File: config.mk
export PLATFORM = sky130hd
export DESIGN_NAME = match_timer
export DESIGN_NICKNAME = d
export VERILOG_FILES = /design/src/rtl/mtmr_pkg.sv /design/src/rtl/mtmr_prescale.sv /design/src/rtl/mtmr_channel.sv /design/src/rtl/match_timer.sv
export SDC_FILE = /design/constraint.sdc
export NUM_CORES = 1
export LEC_CHECK = 0
export BUFFER_PORTS_ARGS = -buffer_cell sky130_fd_sc_hd__buf_2
export CAP_MARGIN = 20
export CORE_ASPECT_RATIO = 0.8
export CORE_UTILIZATION = 66
export CTS_CLUSTER_SIZE = 20
export DETAILED_ROUTE_END_ITERATION = 8
export PLACE_DENSITY = 0.86
export SLEW_MARGIN = 20
export SYNTH_ARGS = -nofsm -noshare
export SYNTH_HDL_FRONTEND = slang
export SYNTH_SLANG_ARGS = --single-unit
File: constraint.sdc
create_clock -name clk_i -period 3.6 [get_ports clk_i]
set_clock_uncertainty 0.1 [all_clocks]
set_input_delay 0.72 -clock clk_i [delete_from_list [all_inputs] [get_ports clk_i]]
set_output_delay 0.72 -clock clk_i [all_outputs]
set_load 0.02 [all_outputs]
File: src/rtl/mtmr_pkg.sv
package mtmr_pkg;
  localparam int unsigned MATCH_B = 15;
  localparam int unsigned OVF_B   = 14;
  localparam int unsigned PER_B   = 8;
  localparam logic [31:0] CTRL_RW_MASK = 32'h0000_01B7;
  localparam logic [1:0]  REQ_IRQ = 2'b10;

  typedef enum logic [2:0] {
    CKS_DIV8   = 3'b100,
    CKS_DIV32  = 3'b101,
    CKS_DIV128 = 3'b110,
    CKS_DIV1   = 3'b111
  } cks_e;
endpackage

File: src/rtl/mtmr_prescale.sv
module mtmr_prescale
  import mtmr_pkg::*;
#(
  parameter int unsigned DIV_W = 7
) (
  input  logic       clk_i,
  input  logic       rst_ni,
  input  logic       ref_tick_i,
  input  logic       run_i,
  input  logic [2:0] sel_i,
  output logic       cnt_en_o
);
  logic [DIV_W-1:0] div_q;

  always_ff @(posedge clk_i or negedge rst_ni) begin
    if (!rst_ni)         div_q <= '0;
    else if (!run_i)     div_q <= '0;
    else if (ref_tick_i) div_q <= div_q + 1'b1;
  end

  logic fire;
  always_comb begin
    unique case (sel_i)
      CKS_DIV1:   fire = 1'b1;
      CKS_DIV8:   fire = &div_q[2:0];
      CKS_DIV32:  fire = &div_q[4:0];
      CKS_DIV128: fire = &div_q[6:0];
      default:    fire = 1'b0;
    endcase
  end

  assign cnt_en_o = run_i && ref_tick_i && fire;
endmodule

File: src/rtl/mtmr_channel.sv
module mtmr_channel
  import mtmr_pkg::*;
#(
  parameter int unsigned CNT_W = 32
) (
  input  logic             clk_i,
  input  logic             rst_ni,
  input  logic             ref_tick_i,
  input  logic             run_i,
  input  logic             ctrl_we_i,
  input  logic             cnt_we_i,
  input  logic             cmp_we_i,
  input  logic [31:0]      wdata_i,
  output logic [31:0]      ctrl_o,
  output logic [CNT_W-1:0] cnt_o,
  output logic [CNT_W-1:0] cmp_o,
  output logic             irq_o
);
  logic [31:0]      cfg_q;
  logic             match_q, ovf_q;
  logic [CNT_W-1:0] cnt_q, cmp_q, pend_q;
  logic [1:0]       pend_n_q;
  logic             cnt_en;

  mtmr_prescale #(.DIV_W(7)) u_pre (
    .clk_i      (clk_i),
    .rst_ni     (rst_ni),
    .ref_tick_i (ref_tick_i),
    .run_i      (run_i),
    .sel_i      (cfg_q[2:0]),
    .cnt_en_o   (cnt_en)
  );

  // pending counter load lands on the second reference tick
  logic load_now, step, hit, at_max;
  assign load_now = ref_tick_i && (pend_n_q == 2'd1);
  assign step     = cnt_en && !load_now;
  assign hit      = (cnt_q == cmp_q);
  assign at_max   = &cnt_q;

  logic match_keep, ovf_keep;
  assign match_keep = ctrl_we_i ? (match_q & wdata_i[MATCH_B]) : match_q;
  assign ovf_keep   = ctrl_we_i ? (ovf_q & wdata_i[OVF_B]) : ovf_q;

  always_ff @(posedge clk_i or negedge rst_ni) begin
    if (!rst_ni) begin
      cfg_q    <= '0;
      match_q  <= 1'b0;
      ovf_q    <= 1'b0;
      cnt_q    <= '0;
      cmp_q    <= '1;
      pend_q   <= '0;
      pend_n_q <= '0;
    end else begin
      if (ctrl_we_i) cfg_q <= wdata_i & CTRL_RW_MASK;
      if (cmp_we_i)  cmp_q <= wdata_i[CNT_W-1:0];
      match_q <= match_keep | (step && hit);
      ovf_q   <= ovf_keep | (step && at_max && !hit);
      if (cnt_we_i) begin
        pend_q   <= wdata_i[CNT_W-1:0];
        pend_n_q <= 2'd2;
      end else if (ref_tick_i && pend_n_q != 2'd0) begin
        pend_n_q <= pend_n_q - 2'd1;
      end
      if (load_now)                  cnt_q <= pend_q;
      else if (step && hit && cfg_q[PER_B]) cnt_q <= '0;
      else if (step)                 cnt_q <= cnt_q + 1'b1;
    end
  end

  always_comb begin
    ctrl_o          = cfg_q;
    ctrl_o[MATCH_B] = match_q;
    ctrl_o[OVF_B]   = ovf_q;
  end
  assign cnt_o = cnt_q;
  assign cmp_o = cmp_q;
  assign irq_o = match_q && (cfg_q[5:4] == REQ_IRQ);
endmodule

File: src/rtl/match_timer.sv
module match_timer
  import mtmr_pkg::*;
#(
  parameter int unsigned NUM_CH = 2,
  parameter int unsigned CNT_W  = 32,
  parameter int unsigned ADDR_W = 8
) (
  input  logic              clk_i,
  input  logic              rst_ni,
  input  logic              ref_tick_i,
  input  logic              bus_we_i,
  input  logic [ADDR_W-1:0] bus_addr_i,
  input  logic [31:0]       bus_wdata_i,
  output logic [31:0]       bus_rdata_o,
  output logic [NUM_CH-1:0] irq_o
);
  localparam int unsigned PAGE_W = ADDR_W - 4;

  logic [PAGE_W-1:0] page;
  logic [1:0]        word;
  logic              aligned;
  assign page    = bus_addr_i[ADDR_W-1:4];
  assign word    = bus_addr_i[3:2];
  assign aligned = (bus_addr_i[1:0] == 2'b00);

  logic [NUM_CH-1:0]            run_q;
  logic [NUM_CH-1:0]            ctrl_we_v;
  logic [NUM_CH-1:0][31:0]      ctrl_v;
  logic [NUM_CH-1:0][CNT_W-1:0] cnt_v, cmp_v;

  always_ff @(posedge clk_i or negedge rst_ni) begin
    if (!rst_ni) run_q <= '0;
    else if (bus_we_i && aligned && page == '0 && word == 2'd0)
      run_q <= bus_wdata_i[NUM_CH-1:0];
  end

  for (genvar ch = 0; ch < NUM_CH; ch++) begin : g_ch
    logic sel;
    assign sel = bus_we_i && aligned && (page == PAGE_W'(ch + 1));
    assign ctrl_we_v[ch] = sel && (word == 2'd0);

    mtmr_channel #(.CNT_W(CNT_W)) u_ch (
      .clk_i      (clk_i),
      .rst_ni     (rst_ni),
      .ref_tick_i (ref_tick_i),
      .run_i      (run_q[ch]),
      .ctrl_we_i  (ctrl_we_v[ch]),
      .cnt_we_i   (sel && (word == 2'd1)),
      .cmp_we_i   (sel && (word == 2'd2)),
      .wdata_i    (bus_wdata_i),
      .ctrl_o     (ctrl_v[ch]),
      .cnt_o      (cnt_v[ch]),
      .cmp_o      (cmp_v[ch]),
      .irq_o      (irq_o[ch])
    );
  end

  always_comb begin
    bus_rdata_o = '0;
    if (aligned) begin
      if (page == '0 && word == 2'd0) bus_rdata_o[NUM_CH-1:0] = run_q;
      for (int ch = 0; ch < NUM_CH; ch++) begin
        if (page == PAGE_W'(ch + 1)) begin
          case (word)
            2'd0: bus_rdata_o = ctrl_v[ch];
            2'd1: bus_rdata_o[CNT_W-1:0] = cnt_v[ch];
            2'd2: bus_rdata_o[CNT_W-1:0] = cmp_v[ch];
            default: bus_rdata_o = '0;
          endcase
        end
      end
    end
  end
endmodule

# Yosys cells after proc, flatten, opt, wreduce, memory -nomap -nowiden
# Cells that the tools add are included.
# totals
output_inout_bits,34
ff_bits,230
wordCells,130
in_bits,44
# op_classes
muxes,26
eq_ne,20
n_addsub,6
bitwise_logic,8
n_reduce_logical,53
# op_table
op,count
32-bit two-way mux,9
32-bit case mux with 3 select lines,2
"32-bit by 1-bit adder with 32-bit output, second input constant",2
32-bit == test,2
32-bit AND reduction,2
1-bit logical AND,32
7-bit two-way mux,4
"3-bit == test, second input constant",8
"7-bit by 1-bit adder with 7-bit output, second input constant",2
7-bit AND reduction,2
2-bit two-way mux,5
5-bit AND reduction,2
1-bit case mux with 4 select lines,2
2-bit nonzero test,4
"2-bit by 1-bit == test with 1-bit output, second input constant",3
"2-bit == test, second input constant",3
3-bit AND reduction,2
3-bit nonzero test,2
1-bit AND,4
"4-bit by 1-bit == test with 1-bit output, second input constant",1
"4-bit by 2-bit == test with 1-bit output, second input constant",1
1-bit zero test,4
2-bit zero test,2
4-bit zero test,1
other kinds (4),12

# Depth between registers and ports, before layout
# Gate-level depths: netlist of the first run.
# depth
ltp_word,8
depth_mapped,10
mapped_depth_nobuf,8

# Hierarchy
# From an unflattened synthesis of the first run, not the netlist that was laid out.
# unflattened
hier_cells,1314
hier_area_um2,13848.3
# by_module_without_submodules
mod,seq_area_each_um2,instances,area_per_inst_um2,cells_per_inst
mtmr_channel (g_ch[1].u_ch),2717.6,1,5560.3,496
mtmr_channel (g_ch[0].u_ch),2717.6,1,5541.6,492
match_timer,50.0,1,1928.1,254
mtmr_prescale,175.2,2,409.1,36

# Worst setup path after synthesis of the first run
# No wires, ideal clock.
# synth_timing
path_type,input -> output
start,in bus_addr_i[2]
end,out bus_rdata_o[0]
t_required_ps,2780
t_arrival_ps,2359
n_path_buf,3
stages,8
slack_ps,421
path_cell_list,clkbuf_1 nor2b_1 clkbuf_1 clkbuf_1 a21oi_1 o22ai_1 a21oi_1 nor3_1
# synth_via
elab_chain_len,6
elab_cells_between_ends,10
cone_classes,2 x eq/ne; 6 x mux; 2 x reduce/logical
# synth_lines
item,line_no,rtl
from (decl),match_timer.sv:12,"input logic [ADDR_W-1:0] bus_addr_i,"
"parallel branches: the longest is 4 deep, another holds 32-bit case mux with 3 select lines",n/a,
32-bit two-way mux *,match_timer.sv:63,if (page == PAGE_W'(ch + 1)) begin
32-bit two-way mux *,match_timer.sv:60,if (aligned) begin
to (decl),match_timer.sv:14,"output logic [31:0] bus_rdata_o,"
# Every way passes the cells marked *.

# Worst setup path after layout of the first run
# layout_timing
start,in bus_addr_i[3]
end,out bus_rdata_o[13]
# layout_via
elab_chain_len,5
elab_cells_between_ends,8
cone_classes,2 x eq/ne; 5 x mux; 1 x reduce/logical
# layout_lines
item,line_no,rtl
2-bit == test (tied with other cells),match_timer.sv:64,case (word)
32-bit case mux with 3 select lines,match_timer.sv:64,
32-bit two-way mux,match_timer.sv:63,
32-bit two-way mux *,match_timer.sv:63,
32-bit two-way mux *,match_timer.sv:60,
# Mark *: on every way between the ends. The rest lies on a longest branch, timed or not.

==> run metrics, run 1 <==
syn_nets=1,447; critical path startpoint=bus_addr_i[3]; Post-Syn Area per Cell=9.25 um^2; Hold/Removal Path Class=primary input to asynchronous set/reset pin; initial antenna violation count=0; cts bufs inserted=23; FF-to-FF Start=g_ch[0].u_ch.cnt_o[0]; clock power share=0.335; Die W=158 um; crit-path leading delay family=simple AND/OR/NAND/NOR gates; Post-Synth Simple-Gate Area=0.210; gp weighted congestion=1.00; maximum vdd drop=0.359 mV; Leak=0.00630 uW; number of synthesized flops with an enable pin=0; total congestion overflow=0; Slew Viols, Final=0; Clock Sinks=230; chip height=127 um; Syn Std Cell Area=12,900 um^2; Setup Viol. Count Final=0; Final min period=3.26 ns; multiplexer share of the synthesized area=0.0902; port bufs=77; clock latency at the later pin of the worst-skew pair=0.52 ns; CP required=2.78 ns; hold-fix buffer count after cts=0; share of the synthesized area in the top cell type=0.323; final instance area=14,300 um^2; H-Tree Depth=1; worst slew pin tran=0.921 ns; Rows=45; Post-Place Setup Slack=0.462 ns; pin count of the biggest net entering global routing=100; nets=1,485; CTS tree=done; post-route ant nets=0; part of the power in registers=0.460; CP Class=primary input to output port; first-pass GRT wire length=58,700 um; Total GRT Usage=0.383; Commonest cells post-synth=282 x nand2_1, 166 x dfrtp_1, 80 x mux2_2, 76 x xnor2_1, 71 x a22oi_1; Final HPWL DP=26,100 um; share of cells above drive strength 1=0.225; Main synth FF type=dfrtp_1; root buffer cell=clkbuf_16; outcome=complete, no violations; cell mode on critical path=buf_2; Hold Vio Cnt, Final=0; cell with the most instances after synthesis=nand2_1; Slew headroom=0.386; crit path cell chain=buf_2, nor2b_4, buf_12, a22oi_1, o22ai_1, and2_1, buf_2; type of origin of the critical path=primary input; WP buf/inv=3; Final WS setup=0.341 ns; slowest cell on the critical path=nor2b_4; setup TNS=0 ns; largest family of logic cells by synthesized area=simple AND/OR/NAND/NOR gates; core area=19,000 um^2; upper clock frequency limit=307 MHz; via count of the first global-routing pass=10.7k; area post-placement=13,500 um^2; number of synthesized register bits=230; CP max stage delay=0.51 ns; register area share after synthesis=0.453; Syn-to-layout area delta=11.2%; Critical Path End Type=output port; Gate power share=0.205; Syn Inst Count=1,391; Reg clk slew, reported paths=0.06 ns; drt wl/cell=21.9 um; vias per inst=6.57; DRT Pass-1 Iters=5; synth top area cells=dfrtp_1 32%, dfstp_2 13%, nand2_1 8.2%; Net Switching=2460 uW; post-CTS sizing=0; DR vias=11.2k; initial core utilization=0.676; top fanout value on the critical path=28; P_int=5060 uW; die area=20,100 um^2; Arr. time, crit path=2.44 ns; warnings from Yosys=0; adder-cell share of the synthesized area=0.0117; Max Cap Violations=0; Post-route DRC=0; final WL=37,300 um; deepest clock path buffer count=3; Sw Share=0.328; Synth cell types=63; power density over cell area=525 nW/um^2; Post-CTS Setup Bufs=0; area leader, netlist=dfrtp_1; Synth Area in Compound Gates=0.136; Initial DRC Count=1,304; I/O pins=78; Final Cycle Share=0.905; RSZ-0062 raised after global routing=no; Synth async-reset ratio=1.00; xor/xnor share of the synthesized area=0.0558; total power draw=7520 uW
power by group through the flow:
stage | Sequential (uW) | Combinational (uW) | Clock, uW
3_3_place_gp | 3460 | 1420 | 0
6_report | 3460 | 1540 | 2520
2_1_floorplan | 3200 | 1160 | 0
4_1_cts | 3440 | 1510 | 2530
3_5_place_dp | 3480 | 1490 | 0
5_1_grt | 3490 | 1680 | 2620
cells in the final DEF (no fill, tap or decap), types with 10 or more instances in the layout:
| cell type | synthesis | layout |
|---|---|---|
| nand2_1 | 282 | 282 |
| dfrtp_1 | 166 | 166 |
| mux2_2 | 80 | 80 |
| xnor2_1 | 76 | 76 |
| buf_2 | 21 | 76 |
| a22oi_1 | 71 | 71 |
| dfstp_2 | 64 | 64 |
| nor2_1 | 62 | 62 |
| a21oi_1 | 44 | 44 |
| nand3_1 | 42 | 42 |
| and2_1 | 41 | 41 |
| buf_4 | 4 | 38 |
| nand4_1 | 35 | 35 |
| o21ai_0 | 32 | 32 |
| o21ai_1 | 29 | 29 |
| nor3_1 | 28 | 27 |
| mux2i_1 | 26 | 26 |
| o22ai_1 | 25 | 25 |
| clkbuf_16 | 0 | 23 |
| inv_1 | 22 | 22 |
| and3_1 | 15 | 15 |
| a32oi_1 | 15 | 15 |
| a31oi_1 | 12 | 12 |
| ha_1 | 12 | 12 |
| nor2b_1 | 12 | 10 |
state kept, by name, indices dropped and copies added (netlist names):
| signal | count |
|---|---|
| g_ch.u_ch.cfg_q | 14 |
| g_ch.u_ch.pend_n_q | 4 |
| g_ch.u_ch.u_pre.div_q | 14 |
| g_ch.u_ch.pend_q | 64 |
| g_ch.u_ch.ovf_q | 2 |
| g_ch.u_ch.match_q | 2 |
| g_ch.u_ch.cmp_o | 64 |
| g_ch.u_ch.cnt_o | 64 |
| run_q | 2 |
through the flow:
stage                util  std cells  hold slack (ns)
CTS                 0.752       1703            0.177
detailed placement  0.711       1662            0.356
global placement    0.711       1662            0.350
finish              0.752       1704            0.128
global route        0.752       1703            0.194
floorplan               -       1391            0.324
cell type report:
type	instances	area (um^2)
inverter	23	86.3
clock inverter	11	133
timing repair buffer	120	781
clock buffer	30	652
sequential	230	5840
multi-input combinational	1031	6500
fill	1328	4710
tap	258	323
antenna	1	2.50
kinds of logic (layout without fill, tap and decap cells):
group | count (synthesis) | count (layout)
AO/OA/AOI/OAI | 265 | 265
XOR/XNOR | 82 | 82
adder cells (fa/ha/maj) | 12 | 12
buffers and inverters | 130 | 184
flip-flops | 230 | 230
multiplexers | 106 | 106
other | 0 | 1
AND/OR/NAND/NOR | 566 | 566
layer usage:
metal  GRT usage  up-vias  share of wire
met4       0.114        0          0.032
met1       0.523     5482           0.40
met3      0.0994       96           0.11
met5     0.00752        -              0
met2       0.602      660           0.45
li1            -     4960              -
path summary, 6_finish.rpt:
kind | slack [ns] | cells past startpoint | end
hold / removal | 0.13 | 1 | g_ch[0].u_ch.u_pre.div_q[0]
setup reg to reg | 0.63 | 7 | g_ch[0].u_ch.ovf_q
hold reg to reg | 0.37 | 2 | g_ch[1].u_ch.pend_q[5]
setup / recovery | 0.34 | 7 | bus_rdata_o[13]
max in group asynchronous | 2.29 | 2 | g_ch[0].u_ch.cmp_o[6]
min in group clk_i | 0.37 | 2 | g_ch[1].u_ch.pend_q[5]
Power figures use the tool's default switching activity.
==> run 2, diff against run 1 <==
--- a/config.mk
+++ b/config.mk
@@ -11,8 +11,9 @@
 export CORE_UTILIZATION = 66
 export CTS_CLUSTER_SIZE = 20
 export DETAILED_ROUTE_END_ITERATION = 8
-export PLACE_DENSITY = 0.86
+export PLACE_DENSITY = 0.85
 export SLEW_MARGIN = 20
 export SYNTH_ARGS = -nofsm -noshare
 export SYNTH_HDL_FRONTEND = slang
+export SYNTH_HIERARCHICAL = 1
 export SYNTH_SLANG_ARGS = --single-unit
==> run 2 against run 1 <==
Design area up 5.3%. Core utilization shrank 2.2 points. Sequential share of layout area decreased by 2.1 points. Combinational power is 22% higher. Final cell count fell by 4.4%. Fmax rose by 0.30%. Wire length down 0.73%. Count of clock-buffer cells in the layout increased by 5. Worst setup slack better by 0.0096 ns. Global-route usage shrank 3.0 points. Register-to-register slack worse by 0.10 ns. Critical path depth decreased by 1.
==> run metrics, run 2 <==
M1 WL=15,700 um; Routed met2 length=16,800 um; number of synthesized flops with an enable pin=0; Syn-to-layout area delta=8.91%; final instance area=15,100 um^2; worst slew pin tran=0.832 ns; total power draw=7980 uW; via count of the first global-routing pass=10.6k; RR Endpoint=g_ch[1].u_ch/cnt_o[17]; Slew Viols, Final=0; top fanout value on the critical path=13; DRT Pass-1 Iters=5; root buffer cell=clkbuf_16; final WL=37,100 um; CP max stage delay=0.60 ns; FF+latch area=5840 um^2; maximum vdd drop=0.616 mV; Cells after DPL=1,585; Reg clk slew, reported paths=0.06 ns; Register-to-Register Path Depth=11; crit path cell chain=buf_2, or4b_4, a21oi_4, a32oi_1, a211oi_1, buf_2; register area share after synthesis=0.421; Initial DRC Count=986; Final min period=3.25 ns; core area=20,600 um^2; first-pass GRT wire length=58,600 um; post-CTS sizing=0; Rows=47; vias per inst=6.60; Synth async-reset ratio=1.00; most frequent cells in the layout=166 x dfrtp_1, 146 x mux2_2, 96 x nor2_1, 75 x buf_2, 72 x mux2i_1; deepest clock path buffer count=3; Worst R2R Setup Slack=0.53 ns; total congestion overflow=0; metal3 WL=3240 um; die area=21,600 um^2; Arr. time, crit path=2.43 ns; cell with the most instances after synthesis=dfrtp_1; Synth cell types=66; Leak=0.00660 uW; Post-route DRC=0; upper clock frequency limit=308 MHz; outcome=complete, no violations; FF-to-FF Start=g_ch[1].u_ch/u_pre/div_q[0]; nets=1,398; area post-placement=14,300 um^2; gp weighted congestion=0.935; ant diodes=0; power density over cell area=529 nW/um^2; synth top area cells=dfrtp_1 30%, dfstp_2 12%, mux2_2 12%; area leader, netlist=dfrtp_1; chip height=132 um; share of the synthesized area in the top cell type=0.300; Commonest cells post-synth=166 x dfrtp_1, 146 x mux2_2, 100 x nor2_1, 72 x mux2i_1, 64 x dfstp_2; cell mode on critical path=buf_2; clock latency at the later pin of the worst-skew pair=0.53 ns; CTS tree=done; Die W=164 um; Critical Path End Type=output port; Syn Std Cell Area=13,800 um^2; Post-CTS Setup Bufs=0; initial antenna violation count=2; post-route ant nets=0; Hold/Removal Path Class=primary input to asynchronous set/reset pin; warnings from Yosys=6; number of synthesized register bits=230; Max Cap Violations=0; initial core utilization=0.671; H-Tree Depth=1; Post-Syn Area per Cell=10.5 um^2; setup TNS=0 ns; pin count of the biggest net entering global routing=101; Final HPWL DP=26,400 um; hold-fix buffer count after cts=0; Setup Viol. Count Final=0; slowest cell on the critical path=or4b_4; fin cells=1,629; Slew headroom=0.443; type of origin of the critical path=primary input; # fillers=1,415; Clock Sinks=230; port bufs=77; cts bufs inserted=24; share of cells above drive strength 1=0.280; CP required=2.78 ns; drt wl/cell=22.7 um; RSZ-0062 raised after global routing=no; I/O pins=78; area of the multi-input gates=7350 um^2; top routing layer used=met4; Syn Inst Count=1,314; CP Class=primary input to output port; DR vias=10.8k; Hold Vio Cnt, Final=0; most common cell after layout, fill and taps aside=dfrtp_1; Total GRT Usage=0.353; Main synth FF type=dfrtp_1; Final Cycle Share=0.903
run 2: how the worst max path moves through the flow:
stage / startpoint / end / slack [ns] / depth (start not counted)
2_1_floorplan: bus_addr_i[7] / bus_rdata_o[1] / 0.62 / 4
4_1_cts: bus_addr_i[7] / bus_rdata_o[0] / 0.37 / 6
3_5_place_dp: bus_addr_i[7] / bus_rdata_o[0] / 0.38 / 6
5_1_grt: bus_addr_i[7] / bus_rdata_o[29] / 0.31 / 7
6_report: bus_addr_i[7] / bus_rdata_o[0] / 0.35 / 6
3_3_place_gp: bus_addr_i[7] / bus_rdata_o[1] / 0.39 / 6
run 2: logic make-up (layout without fill, tap and decap cells):
group | after synthesis | after routing | share of synthesized area
compound gates | 227 | 227 | 0.123
xor+xnor | 97 | 97 | 0.0613
fa+ha+maj | 12 | 12 | 0.0108
buf+inv | 163 | 165 | 0.0635
flops | 230 | 230 | 0.421
mux | 218 | 218 | 0.171
other cells | 2 | 46 | 0.000542
simple gates | 365 | 365 | 0.148
run 2: through the flow:
stage / hold WS (ns) / utilization / worst slack, ns
after floorplan: 0.324 / - / 0.620
after global placement: 0.356 / 0.692 / 0.386
after detailed placement: 0.369 / 0.692 / 0.380
after CTS: 0.166 / 0.731 / 0.374
after global routing: 0.192 / 0.731 / 0.310
final: 0.123 / 0.731 / 0.351
run 2: critical path, delay by kind of cell:
| family | cells | cell delay, ns |
|---|---|---|
| buffers and inverters | 2 | 0.32 |
| and+or+nand+nor | 1 | 0.60 |
| AOI/OAI and AO/OA | 3 | 0.78 |
run 2: power by group:
part           switching [uW]  internal (uW)  total (uW)
clock                    1050           1480        2530
combinational            1020            852        1880
sequential                623           2950        3580
total                    2690           5280        7980
run 2: area by class of cell:
type	instances	area share
flip-flops and latches	230	0.387
inverters	12	0.00299
clock buffers	35	0.0460
multi-input cells	965	0.487
clock inverters	9	0.00647
repair buffers	109	0.0481
well taps	269	0.0223
run 2: metal layers:
| metal | up-vias | track usage |
|---|---|---|
| li1 | 4821 | - |
| met1 | 5366 | 0.509 |
| met2 | 459 | 0.533 |
| met3 | 110 | 0.0616 |
| met4 | 0 | 0.130 |
| met5 | - | 0 |
==> run 3, diff against run 2 <==
--- a/config.mk
+++ b/config.mk
@@ -7,11 +7,12 @@
 export LEC_CHECK = 0
 export BUFFER_PORTS_ARGS = -buffer_cell sky130_fd_sc_hd__buf_2
 export CAP_MARGIN = 20
-export CORE_ASPECT_RATIO = 0.8
+export CORE_ASPECT_RATIO = 0.7
 export CORE_UTILIZATION = 66
 export CTS_CLUSTER_SIZE = 20
 export DETAILED_ROUTE_END_ITERATION = 8
 export PLACE_DENSITY = 0.85
+export SETUP_SLACK_MARGIN = 0.4
 export SLEW_MARGIN = 20
 export SYNTH_ARGS = -nofsm -noshare
 export SYNTH_HDL_FRONTEND = slang
==> run 3 against run 2 <==
Register-to-register slack got worse by 0.09 ns. Via count is 6.1% higher. Sequential share of layout area down 1.0 points. Clock power increased by 6%. Die area barely moved. Count of clock-buffer cells in the layout is 4 lower. Largest power group unchanged. Combinational power up 3%. Global-route usage increased by 2.0 points. Critical path type unchanged. Total power rose by 2.8%. Worst setup slack better by 0.050 ns. Wire length rose by 12%.
==> run metrics, run 3 (synthesis gave the netlist of run 2 again) <==
root buffer cell=clkbuf_16; CTS tree=done; top routing layer used=met5; cts bufs inserted=23; Gate power share=0.237; maximum vdd drop=0.363 mV; first-pass GRT wire length=61,300 um; slowest cell on the critical path=or4b_4; clock power share=0.326; Final min period=3.20 ns; core area=20,200 um^2; most frequent cells in the layout=166 x dfrtp_1, 146 x mux2_2, 94 x nor2_1, 72 x mux2i_1, 64 x dfstp_2; gp weighted congestion=0.972; H-Tree Depth=1; DRT Pass-1 Iters=6; M1 WL=16,500 um; crit path cell chain=buf_2, or4b_4, a21oi_4, buf_12, clkbuf_16, a22oi_1, nor2_1, buf_2; CP required=2.78 ns; Net Switching=2790 uW; nets=1,410; crit-path leading delay family=simple AND/OR/NAND/NOR gates; chip height=123 um; total congestion overflow=0; most common cell after layout, fill and taps aside=dfrtp_1; Hold/Removal Path Class=primary input to asynchronous set/reset pin; via count of the first global-routing pass=10.6k; clock latency at the later pin of the worst-skew pair=0.53 ns; worst slew pin tran=1.09 ns; Sw Share=0.341; Arr. time, crit path=2.38 ns; cell mode on critical path=buf_2; vias per inst=6.96; Syn-to-layout area delta=11.8%; port bufs=77; Reg clk slew, reported paths=0.06 ns; metal3 WL=4860 um; ant diodes=0; pin count of the biggest net entering global routing=65; die area=21,600 um^2; RSZ-0062 raised after global routing=yes; initial core utilization=0.686; Final Cycle Share=0.889; Leak=0.00671 uW; power density over cell area=529 nW/um^2; Hold Vio Cnt, Final=0; P_int=5410 uW; hold-fix buffer count after cts=0; final WL=41,300 um; Slew Viols, Final=0; Critical Path End Type=output port; CP Class=primary input to output port; Clock Sinks=230; Die W=175 um; part of the power in registers=0.437; Setup Viol. Count Final=0; setup TNS=0 ns; Slew headroom=0.276; upper clock frequency limit=313 MHz; Routed met2 length=18,200 um; top fanout value on the critical path=8; Post-Route Utilization=0.768; Rows=43; type of origin of the critical path=primary input; Initial DRC Count=1,632; Final HPWL DP=27,100 um; post-route ant nets=0; Total GRT Usage=0.373; fin cells=1,640; drt wl/cell=25.2 um; Cells after DPL=1,589; Final Hold Slack=0.0418 ns; deepest clock path buffer count=3; Max Cap Violations=0; I/O pins=78; WP buf/inv=4; CP max stage delay=0.55 ns; outcome=complete, no violations; DR vias=11.4k; share of cells above drive strength 1=0.305; initial antenna violation count=2; Post-route DRC=0
-- run 3: timing repair --
item                                    CTS  global route
pin swaps                                 0            21
resized for setup                         1            46
setup buffers                             1             6
gates cloned                              0             3
endpoints found under the setup margin    1            32
-- run 3: through the flow --
stage / area (um^2) / setup slack [ns] / total power (uW)
floorplan: 14000 / 0.620 / 4780
global placement: 14300 / 0.444 / 5300
detailed placement: 14300 / 0.414 / 5400
CTS: 15200 / 0.409 / 8090
global route: 15500 / 0.323 / 8510
finish: 15500 / 0.401 / 8200
-- run 3: metal layers --
metal / up-vias / track usage
li1: 4838 / -
met1: 5566 / 0.529
met2: 855 / 0.572
met3: 155 / 0.0756
met4: 2 / 0.131
met5: - / 0
-- run 3: cell type report --
class                      count  area (um^2)
clock buffer                  31          646
clock inverter                10          180
fill                        1260         4690
inverter                      12         45.0
multi-input combinational    965         7470
sequential                   230         5840
tap                          270          338
timing repair buffer         122          975
-- run 3: worst paths after layout --
path                       slack [ns]                           to  depth (start not counted)                   startpoint
setup / recovery                 0.40               bus_rdata_o[6]                          8                bus_addr_i[7]
min in group clk_i               0.38       g_ch[1].u_ch/cnt_o[18]                          2      g_ch[1].u_ch/pend_q[18]
hold reg to reg                  0.38       g_ch[1].u_ch/cnt_o[18]                          2      g_ch[1].u_ch/pend_q[18]
setup reg to reg                 0.44       g_ch[1].u_ch/cnt_o[24]                         12  g_ch[1].u_ch/u_pre/div_q[1]
hold / removal                   0.04  g_ch[1].u_ch/u_pre/div_q[3]                          1                       rst_ni
max in group asynchronous        2.52        g_ch[1].u_ch/cmp_o[5]                          2                       rst_ni
-- run 3: worst reg2reg max path, stage by stage, from the launching register on --
cell	delay, ns
dfrtp_1	0.42
ha_1	0.22
and3_1	0.23
ha_1	0.20
mux2_2	0.29
o2111ai_2	0.20
a21oi_2	0.07
buf_4	0.20
buf_4	0.22
and3_1	0.19
and4_1	0.20
or3_1	0.37
nor3_2	0.17
-- run 3: power by group through the flow --
stage / Sequential [uW] / Combinational, uW / Clock, uW
after floorplan: 3340 / 1440 / 0
after global placement: 3570 / 1730 / 0
after detailed placement: 3590 / 1810 / 0
after CTS: 3560 / 1850 / 2680
after global routing: 3630 / 2080 / 2800
final: 3590 / 1940 / 2670
